## src/rtl/drp_bridge_pkg.sv

```systemverilog
package drp_bridge_pkg;
    localparam int OFF_RSTCTL = 'h40;
    localparam int OFF_CMD    = 'h70;
    localparam int OFF_STAT   = 'h74;

    localparam int CMD_GO_BIT   = 29;
    localparam int CMD_RD_BIT   = 28;
    localparam int CMD_ADDR_LSB = 16;
    localparam int STAT_BUSY_BIT = 16;

    typedef enum logic [1:0] {
        ST_IDLE  = 2'd0,
        ST_ISSUE = 2'd1,
        ST_WAIT  = 2'd2
    } drp_state_e;
endpackage

```

## src/rtl/drp_reg_decode.sv

```systemverilog
module drp_reg_decode
    import drp_bridge_pkg::*;
#(
    parameter int REG_AW = 8,
    parameter int DRP_AW = 7,
    parameter int DRP_DW = 16
) (
    input  logic              clk,
    input  logic              rst_n,
    input  logic              reg_wr,
    input  logic              reg_rd,
    input  logic [REG_AW-1:0] reg_addr,
    input  logic [31:0]       reg_wdata,
    input  logic              busy,
    input  logic [DRP_DW-1:0] rd_data,
    input  logic [1:0]        rstctl_bits,
    output logic              cmd_go,
    output logic              cmd_read,
    output logic [DRP_AW-1:0] cmd_addr,
    output logic [DRP_DW-1:0] cmd_data,
    output logic              rstctl_wr,
    output logic [31:0]       reg_rdata
);
    localparam logic [REG_AW-1:0] A_RST  = REG_AW'(OFF_RSTCTL);
    localparam logic [REG_AW-1:0] A_CMD  = REG_AW'(OFF_CMD);
    localparam logic [REG_AW-1:0] A_STAT = REG_AW'(OFF_STAT);

    logic [31:0] stat_word;
    logic [31:0] rd_mux;

    always_comb begin
        cmd_go    = reg_wr && (reg_addr == A_CMD) && reg_wdata[CMD_GO_BIT];
        cmd_read  = reg_wdata[CMD_RD_BIT];
        cmd_addr  = reg_wdata[CMD_ADDR_LSB +: DRP_AW];
        cmd_data  = reg_wdata[DRP_DW-1:0];
        rstctl_wr = reg_wr && (reg_addr == A_RST);
    end

    always_comb begin
        stat_word = '0;
        stat_word[DRP_DW-1:0]    = rd_data;
        stat_word[STAT_BUSY_BIT] = busy;
        if (reg_addr == A_STAT)
            rd_mux = stat_word;
        else if (reg_addr == A_RST)
            rd_mux = {30'd0, rstctl_bits};
        else
            rd_mux = '0;
    end

    always_ff @(posedge clk) begin
        if (!rst_n)
            reg_rdata <= '0;
        else if (reg_rd)
            reg_rdata <= rd_mux;
    end

    p_cmd_reads_zero_r10: assert property (@(posedge clk) disable iff (!rst_n)
        (reg_rd && reg_addr == A_CMD) |=> (reg_rdata == 32'd0));
endmodule

```

## src/rtl/drp_txn_fsm.sv

```systemverilog
module drp_txn_fsm
    import drp_bridge_pkg::*;
#(
    parameter int DRP_AW = 7,
    parameter int DRP_DW = 16
) (
    input  logic              clk,
    input  logic              rst_n,
    input  logic              cmd_go,
    input  logic              cmd_read,
    input  logic [DRP_AW-1:0] cmd_addr,
    input  logic [DRP_DW-1:0] cmd_data,
    input  logic              drp_rdy,
    input  logic [DRP_DW-1:0] drp_do,
    output logic              drp_en,
    output logic              drp_we,
    output logic [DRP_AW-1:0] drp_addr,
    output logic [DRP_DW-1:0] drp_di,
    output logic              busy,
    output logic [DRP_DW-1:0] rd_data
);
    drp_state_e st_q, st_d;
    logic       accept;
    logic       finish;
    logic       we_q;

    assign accept = cmd_go && (st_q == ST_IDLE);
    assign finish = (st_q != ST_IDLE) && drp_rdy;

    always_comb begin
        st_d = st_q;
        unique case (st_q)
            ST_IDLE:  if (accept) st_d = ST_ISSUE;
            ST_ISSUE: st_d = drp_rdy ? ST_IDLE : ST_WAIT;
            ST_WAIT:  if (drp_rdy) st_d = ST_IDLE;
            default:  st_d = ST_IDLE;
        endcase
    end

    always_ff @(posedge clk) begin
        if (!rst_n)
            st_q <= ST_IDLE;
        else
            st_q <= st_d;
    end

    always_comb begin
        drp_en = (st_q == ST_ISSUE);
        busy   = (st_q != ST_IDLE);
        drp_we = we_q;
    end

    always_ff @(posedge clk) begin
        if (!rst_n) begin
            we_q     <= 1'b0;
            drp_addr <= '0;
            drp_di   <= '0;
            rd_data  <= '0;
        end else begin
            if (accept) begin
                we_q     <= !cmd_read;
                drp_addr <= cmd_addr;
                drp_di   <= cmd_data;
            end
            if (finish && !we_q)
                rd_data <= drp_do;
        end
    end

    p_strobe_single_r2: assert property (@(posedge clk) disable iff (!rst_n)
        drp_en |=> !drp_en);
    p_hold_fields_r3: assert property (@(posedge clk) disable iff (!rst_n)
        (st_q == ST_WAIT) |-> ($stable(drp_addr) && $stable(drp_di) && $stable(drp_we)));
    p_busy_on_launch_r4: assert property (@(posedge clk) disable iff (!rst_n)
        (!busy && cmd_go) |=> (busy && drp_en));
    p_rdy_clears_busy_r4: assert property (@(posedge clk) disable iff (!rst_n)
        (busy && drp_rdy) |=> !busy);
    p_ignore_busy_r6: assert property (@(posedge clk) disable iff (!rst_n)
        (busy && cmd_go) |=> (!drp_en && $stable(drp_addr) && $stable(drp_di)));
    p_idle_rdy_r9: assert property (@(posedge clk) disable iff (!rst_n)
        (!busy && drp_rdy && !cmd_go) |=> (!busy && $stable(rd_data)));
endmodule

```

## src/rtl/drp_prim_ctl.sv

```systemverilog
module drp_prim_ctl (
    input  logic       clk,
    input  logic       rst_n,
    input  logic       wr,
    input  logic [1:0] wbits,
    output logic [1:0] bits_q,
    output logic       prim_rst,
    output logic       prim_oe
);
    always_ff @(posedge clk) begin
        if (!rst_n)
            bits_q <= 2'b00;
        else if (wr)
            bits_q <= wbits;
    end

    assign prim_rst = !bits_q[0];
    assign prim_oe  = bits_q[1];

    p_ctl_follow_r8: assert property (@(posedge clk) disable iff (!rst_n)
        wr |=> (prim_rst == !$past(wbits[0]) && prim_oe == $past(wbits[1])));
endmodule

```

## src/rtl/drp_cfg_bridge.sv

```systemverilog
module drp_cfg_bridge
    import drp_bridge_pkg::*;
#(
    parameter int REG_AW = 8,
    parameter int DRP_AW = 7,
    parameter int DRP_DW = 16
) (
    input  logic              clk,
    input  logic              rst_n,
    input  logic              reg_wr,
    input  logic              reg_rd,
    input  logic [REG_AW-1:0] reg_addr,
    input  logic [31:0]       reg_wdata,
    output logic [31:0]       reg_rdata,
    output logic              drp_en,
    output logic              drp_we,
    output logic [DRP_AW-1:0] drp_addr,
    output logic [DRP_DW-1:0] drp_di,
    input  logic [DRP_DW-1:0] drp_do,
    input  logic              drp_rdy,
    output logic              prim_rst,
    output logic              prim_oe
);
    logic              cmd_go, cmd_read, rstctl_wr, busy;
    logic [DRP_AW-1:0] cmd_addr;
    logic [DRP_DW-1:0] cmd_data, rd_data;
    logic [1:0]        rstctl_bits;

    drp_reg_decode #(.REG_AW(REG_AW), .DRP_AW(DRP_AW), .DRP_DW(DRP_DW)) u_dec (
        .clk(clk), .rst_n(rst_n), .reg_wr(reg_wr), .reg_rd(reg_rd),
        .reg_addr(reg_addr), .reg_wdata(reg_wdata), .busy(busy),
        .rd_data(rd_data), .rstctl_bits(rstctl_bits), .cmd_go(cmd_go),
        .cmd_read(cmd_read), .cmd_addr(cmd_addr), .cmd_data(cmd_data),
        .rstctl_wr(rstctl_wr), .reg_rdata(reg_rdata)
    );

    drp_txn_fsm #(.DRP_AW(DRP_AW), .DRP_DW(DRP_DW)) u_fsm (
        .clk(clk), .rst_n(rst_n), .cmd_go(cmd_go), .cmd_read(cmd_read),
        .cmd_addr(cmd_addr), .cmd_data(cmd_data), .drp_rdy(drp_rdy),
        .drp_do(drp_do), .drp_en(drp_en), .drp_we(drp_we),
        .drp_addr(drp_addr), .drp_di(drp_di), .busy(busy), .rd_data(rd_data)
    );

    drp_prim_ctl u_ctl (
        .clk(clk), .rst_n(rst_n), .wr(rstctl_wr), .wbits(reg_wdata[1:0]),
        .bits_q(rstctl_bits), .prim_rst(prim_rst), .prim_oe(prim_oe)
    );

    p_reset_view_r1: assert property (@(posedge clk)
        $rose(rst_n) |-> (!drp_en && prim_rst && !prim_oe));
endmodule

```

## config.mk

```make
export PLATFORM = sky130hd
export DESIGN_NAME = drp_cfg_bridge
export DESIGN_NICKNAME = d
export VERILOG_FILES = /design/src/rtl/drp_bridge_pkg.sv /design/src/rtl/drp_reg_decode.sv /design/src/rtl/drp_txn_fsm.sv /design/src/rtl/drp_prim_ctl.sv /design/src/rtl/drp_cfg_bridge.sv
export SDC_FILE = /design/constraint.sdc
export NUM_CORES = 1
export LEC_CHECK = 0
export ABC_AREA = 1
export CAP_MARGIN = 20
export CORE_MARGIN = 10
export CORE_UTILIZATION = 44
export CTS_CLUSTER_SIZE = 12
export DETAILED_ROUTE_END_ITERATION = 16
export HOLD_SLACK_MARGIN = 0.08
export PLACE_DENSITY = 0.87
export SETUP_SLACK_MARGIN = 0.15
export SLEW_MARGIN = 20
export SYNTH_ARGS = -nofsm -noshare
export SYNTH_HDL_FRONTEND = slang
export SYNTH_HIERARCHICAL = 1
export SYNTH_SLANG_ARGS = --single-unit
export TNS_END_PERCENT = 10
```

## constraint.sdc

```tcl
create_clock -name clk -period 1.63 [get_ports clk]
set_input_delay 0.326 -clock clk [delete_from_list [all_inputs] [get_ports clk]]
set_output_delay 0.326 -clock clk [all_outputs]
set_load 0.01 [all_outputs]
```

======== Yosys cells after proc, flatten, opt, wreduce, memory -nomap -nowiden ========
Cells that the tools add are included.
storage, ports and cells
  memories kept ........................... 0
  bits in writable memories ............... 0
  bits in read-only memories .............. 0
  output and inout bits ................... 59
  flip-flop bits (word level) ............. 76
  latch bits .............................. 0
  input port bits ......................... 61
operators by class
  shifts and indexed selects .............. 0
  eq/ne operators ......................... 7
  reductions and logical operators ........ 12
  bitwise gates (word level) .............. 0
  add/sub/neg operators ................... 0
  multiplexer cells ....................... 6
  $mul .................................... 0
  magnitude comparators ................... 0
  divide/modulo/power cells ............... 0
operators with widths
  cell                                            count
  two-way mux 32 bit                              1
  == test 8 x 7 -> 1 bit (second input constant)  3
  two-way mux 2 bit                               4
  logical AND 1 bit                               6
  case mux 2 bit (3 select lines)                 1
  zero test 1 bit                                 3
  == test 2 x 1 -> 1 bit (second input constant)  1
  == test 2 bit (second input constant)           1
  zero test 2 bit                                 1
  != test 2 x 1 -> 1 bit (second input constant)  1
  != test 2 bit (second input constant)           1
  AND reduction 2 bit                             1
  nonzero test 2 bit                              1

======== Longest topological paths before layout ========
  depth in word-level cells ............... 6
  gate-level depth with buffers ........... 11
  depth with buffers taken out ............ 9

======== Hierarchy ========
The synthesis kept the hierarchy.
by module, submodules not included
  module          seq. area each (µm²)  cells each  area each (µm²)  instances
  drp_txn_fsm     840.8                 248         1875.5           1
  drp_reg_decode  340.3                 145         1112.3           1
  drp_prim_ctl    40.0                  14          88.8             1

======== Worst setup path before layout ========
No wires, ideal clock.
  kind .................................... in2reg
  start ................................... input reg_addr[7]
  end ..................................... register u_fsm.drp_addr[5]
  slack ................................... 0.154 ns
  stages .................................. 10
  data arrival time ....................... 1.364 ns
  setup time .............................. 0.113 ns
  path buffers ............................ 2
  cells stage by stage .................... inv_1 -> nand2_1 -> nor2_2 -> nand3_1 -> nor3_1 -> buf_2 -> buf_1 -> nand3b_1 -> nand2_1 -> nor2_1
on the way
  word-level cells in the longest chain between the ends .. 4
ends and longest elaborated chain
  element                         line                  source
  start, declared                 drp_cfg_bridge.sv:12  input logic [REG_AW-1:0] reg_addr,
  == test 8 x 7 -> 1 bit          drp_reg_decode.sv:32  cmd_go = reg_wr && (reg_addr == A_CMD) && reg_wdata[CMD_GO_BIT];
  logical AND 1 bit (2 in a row)  drp_reg_decode.sv:32
  via cmd_go                      drp_cfg_bridge.sv:24  logic cmd_go, cmd_read, rstctl_wr, busy;
  logical AND 1 bit               drp_txn_fsm.sv:27     assign accept = cmd_go && (st_q == ST_IDLE);
  end signal, assigned            drp_txn_fsm.sv:62     drp_addr <= cmd_addr;
  end, declared                   drp_txn_fsm.sv:17     output logic [DRP_AW-1:0] drp_addr,
The timed path passes the listed nets, and every way through them passes these cells.
A chain may end at the register's enable or synchronous reset.

======== Worst setup path in the final report ========
  start ................................... register u_fsm.drp_addr[5]
  end ..................................... output drp_addr[5]
RTL lines
  element        line                  source
  end, declared  drp_cfg_bridge.sv:17  output logic [DRP_AW-1:0] drp_addr,
No word-level cell between the ends.

==> metrics.md <==
| Metric | Value |
|---|---|
| Residual antenna-violating net count after detailed routing | `0` |
| Smallest setup slack after layout | `67.4 ps` |
| Number of warnings printed during yosys synthesis | `6` |
| Fraction of the yosys area taken by sequential cells | `0.397` |
| Post-synth EDFFs | `0` |
| Pwr Density | `801 nW/µm²` |
| Layout cell share with drive strength beyond 1 | `0.177` |
| DR vias | `2727` |
| Area delta synth->final | `42.3%` |
| Mean number of vias per cell | `4.59` |
| Detailed-placement wirelength estimate | `5.48 mm` |
| Leading cell types by count after synthesis | `sky130_fd_sc_hd__nor2_1, sky130_fd_sc_hd__dfxtp_1, sky130_fd_sc_hd__nand2_1, sky130_fd_sc_hd__buf_4, sky130_fd_sc_hd__inv_1` |
| Place WS | `-358 ps` |
| Critical path's slowest cell | `sky130_fd_sc_hd__clkdlybuf4s50_1` |
| Relative slew margins | `0.617` |
| Hold buffer count at cts | `0` |
| Buffer depth of the longest clock path | `2` |
| Maxcap violations | `0` |
| Slew at the pin closest to its max-slew limit | `574 ps` |
| WL per Instance | `13.4 µm` |
| Drt drc | `0` |
| Final critical-path required period | `1560 ps` |
| Count of endpoints failing setup in the final report | `0` |
| Number of different library cells in the post-synthesis netlist | `26` |
| Class of the most critical setup path | `flip-flop to output port` |
| Filler instances | `602` |
| Highest cell delay on the worst timing path | `560 ps` |
| Delay-heaviest family, CP | `buffers and inverters` |
| Clock tree root buffer cell | `sky130_fd_sc_hd__clkbuf_8` |
| Routability-driven placement congestion ratio | `0.812` |
| Final Util | `0.645` |
| Primary FF master, synth | `sky130_fd_sc_hd__dfxtp_1` |
| Latest clock arrival within the worst-skew pair | `330 ps` |
| Share of synthesized registers carrying an async set or reset | `0` |
| Number of antenna repair diodes | `0` |
| I/O pins | `120` |
| Clock tree from TritonCTS | `done` |
| Area enclosed by the die boundary | `10700 µm²` |
| Count of state elements after synthesis | `61` |
| Period utilization | `0.959` |
| Drt total wl | `7.96 mm` |
| Run status | `finished clean` |
| Starting utilization of the core area | `0.453` |
| Critical Path Sink Type | `output port` |
| Placed cell count | `569` |
| Synthesized instance count | `407` |
| IO Port Bufs | `97` |
| Final hold violation count | `0` |
| Total grt overflow | `0` |
| Pre-antenna DRT Iters | `4` |
| Total core area | `6790 µm²` |
| Cell Chain, Critical Path | `clkdlybuf4s50_1` |
| Number of buffer and inverter instances along the worst setup path | `1` |
| Clock input transition at the sequential cells of the worst setup and hold paths | `70 ps` |
| Standard-cell rows | `30` |
| Mapped Avg Cell Area | `7.56 µm²` |
| Number of standard cells in the final layout excluding fillers | `594` |
| Count of final max-slew check failures | `0` |
| Largest net degree at the start of global routing | `35` |
| Die height | `104 µm` |
| Final-stage net count | `554` |
| Data required time at the worst endpoint | `1300 ps` |
| Stages on the worst setup path | `1` |
| CTS Buf Count | `9` |
| CP Launch Type | `flip-flop` |
| Area share of the largest cell type after synthesis | `0.397` |
| Number of antenna violations at the first check in global routing | `0` |
| Leading post-synthesis cells by cell area | `sky130_fd_sc_hd__dfxtp_1, sky130_fd_sc_hd__buf_4, sky130_fd_sc_hd__nor2_1, sky130_fd_sc_hd__nand2_1, sky130_fd_sc_hd__nand3b_1` |
| Total standard cell area after synthesis | `3080 µm²` |
| Worst Skew | `9.78 ps` |
| Library cell with the highest instance count after synthesis | `sky130_fd_sc_hd__nor2_1` |
| Pleak | `1.96 nW` |
| Hold/Removal Path Class | `flip-flop to flip-flop` |
| Wire length of the first global-routing pass | `12.9 mm` |
| Largest voltage drop on the vdd net | `0.517 mV` |
| Leading area contributor after synthesis | `sky130_fd_sc_hd__dfxtp_1` |
| CTS H-tree lvls | `3` |
| Worst reg2reg path depth | `6` |
| Largest fanout of any net on the critical path | `2` |
| Horizontal die dimension | `104 µm` |
| DR iter-0 viols | `97` |
| Setup repair after global routing missed its margin | `yes` |
| Clock tree sinks | `61` |
| GR Util All Layers | `0.144` |
| Count of cells along the worst hold path | `2` |
| Crit path DAT | `1240 ps` |
| Maximum clock frequency | `0.640 GHz` |
| Vias in the first global route | `2700` |
==> area by class of cell <==
type | instances | area [µm²] | share of cell area
Timing Repair Buffer | 123 | 1340 | 0.305
Multi-Input combinational cell | 264 | 1330 | 0.305
Sequential cell | 61 | 1220 | 0.279
Clock buffer | 12 | 145 | 0.0331
Inverter | 34 | 128 | 0.0291
Tap cell | 96 | 120 | 0.0274
Clock inverter | 4 | 95.1 | 0.0217
==> routing by layer <==
| layer | track usage | vias up | wire, µm | part of all wire |
|---|---|---|---|---|
| li1 | - | 1374 | - | - |
| met1 | 0.161 | 1244 | 3360 | 0.42 |
| met2 | 0.232 | 101 | 3710 | 0.47 |
| met3 | 0.0626 | 8 | 771 | 0.097 |
| met4 | 0.0595 | 0 | 109 | 0.014 |
| met5 | 0 | - | 0 | 0 |
==> registers in the layout (all words and copies together) (netlist names) <==
name,cells
u_fsm/drp_addr,7
u_fsm/drp_we,1
u_fsm/st_q,2
u_fsm/drp_di,16
u_ctl/bits_q,2
u_fsm/rd_data,16
u_dec/reg_rdata,17
==> power breakdown <==
| group | switching [mW] | internal (mW) | leakage [nW] |
|---|---|---|---|
| logic | 0.157 | 0.206 | 1.34 |
| clock network | 0.564 | 1.06 | 0.121 |
| registers | 0.00955 | 1.51 | 0.495 |
| total | 0.731 | 2.77 | 1.96 |
==> kinds of logic after synthesis <==
kind of cell,synth area share
and+or+nand+nor,0.345
DFF,0.397
AOI/OAI and AO/OA,0.0626
other,0.00122
buffers and inverters,0.194
==> through the flow <==
step           power (mW)  setup TNS, ps  hold WS, ps  area, µm²
6_report             3.51              0          458       4380
3_3_place_gp         1.91          -7140          448       3950
5_1_grt              3.64              0          478       4380
4_1_cts              3.54              0          462       4360
3_5_place_dp         1.91          -9240          453       3950
2_1_floorplan        1.77              0          444       3130
==> layout by cell type (no fill, tap or decap), drive strengths merged <==
master,netlist,layout
clkbuf,8,12
bufinv,0,3
dlymetal6s2s,0,8
dfxtp,61,61
conb,1,15
clkinv,0,1
nor3,1,1
buf,54,26
nand3b,23,23
nand2,69,69
a21oi,16,16
dlygate4sd2,0,8
clkdlybuf4s50,0,79
nor2,97,97
and2,1,1
nand3,25,25
inv,34,34
clkdlybuf4s15,0,1
and3,2,2
o21ai,15,15
bufbuf,0,1
==> timing repair <==
item,CTS,global route
buffers inserted,6,0
gates cloned,3,0
pin swaps,8,0
setup endpoints to repair,68,84
endpoints found under the hold margin,0,0
resized for setup,21,8
==> path summary, 6_finish.rpt <==
check | from | endpoint | slack, ps
max | u_fsm/drp_addr[5] | drp_addr[5] | 70
min | u_fsm/rd_data[4] | u_dec/reg_rdata[4] | 460
max reg2reg | u_fsm/st_q[1] | u_fsm/drp_di[15] | 320
min reg2reg | u_fsm/rd_data[4] | u_dec/reg_rdata[4] | 460
(Power assumes the default switching activity.)
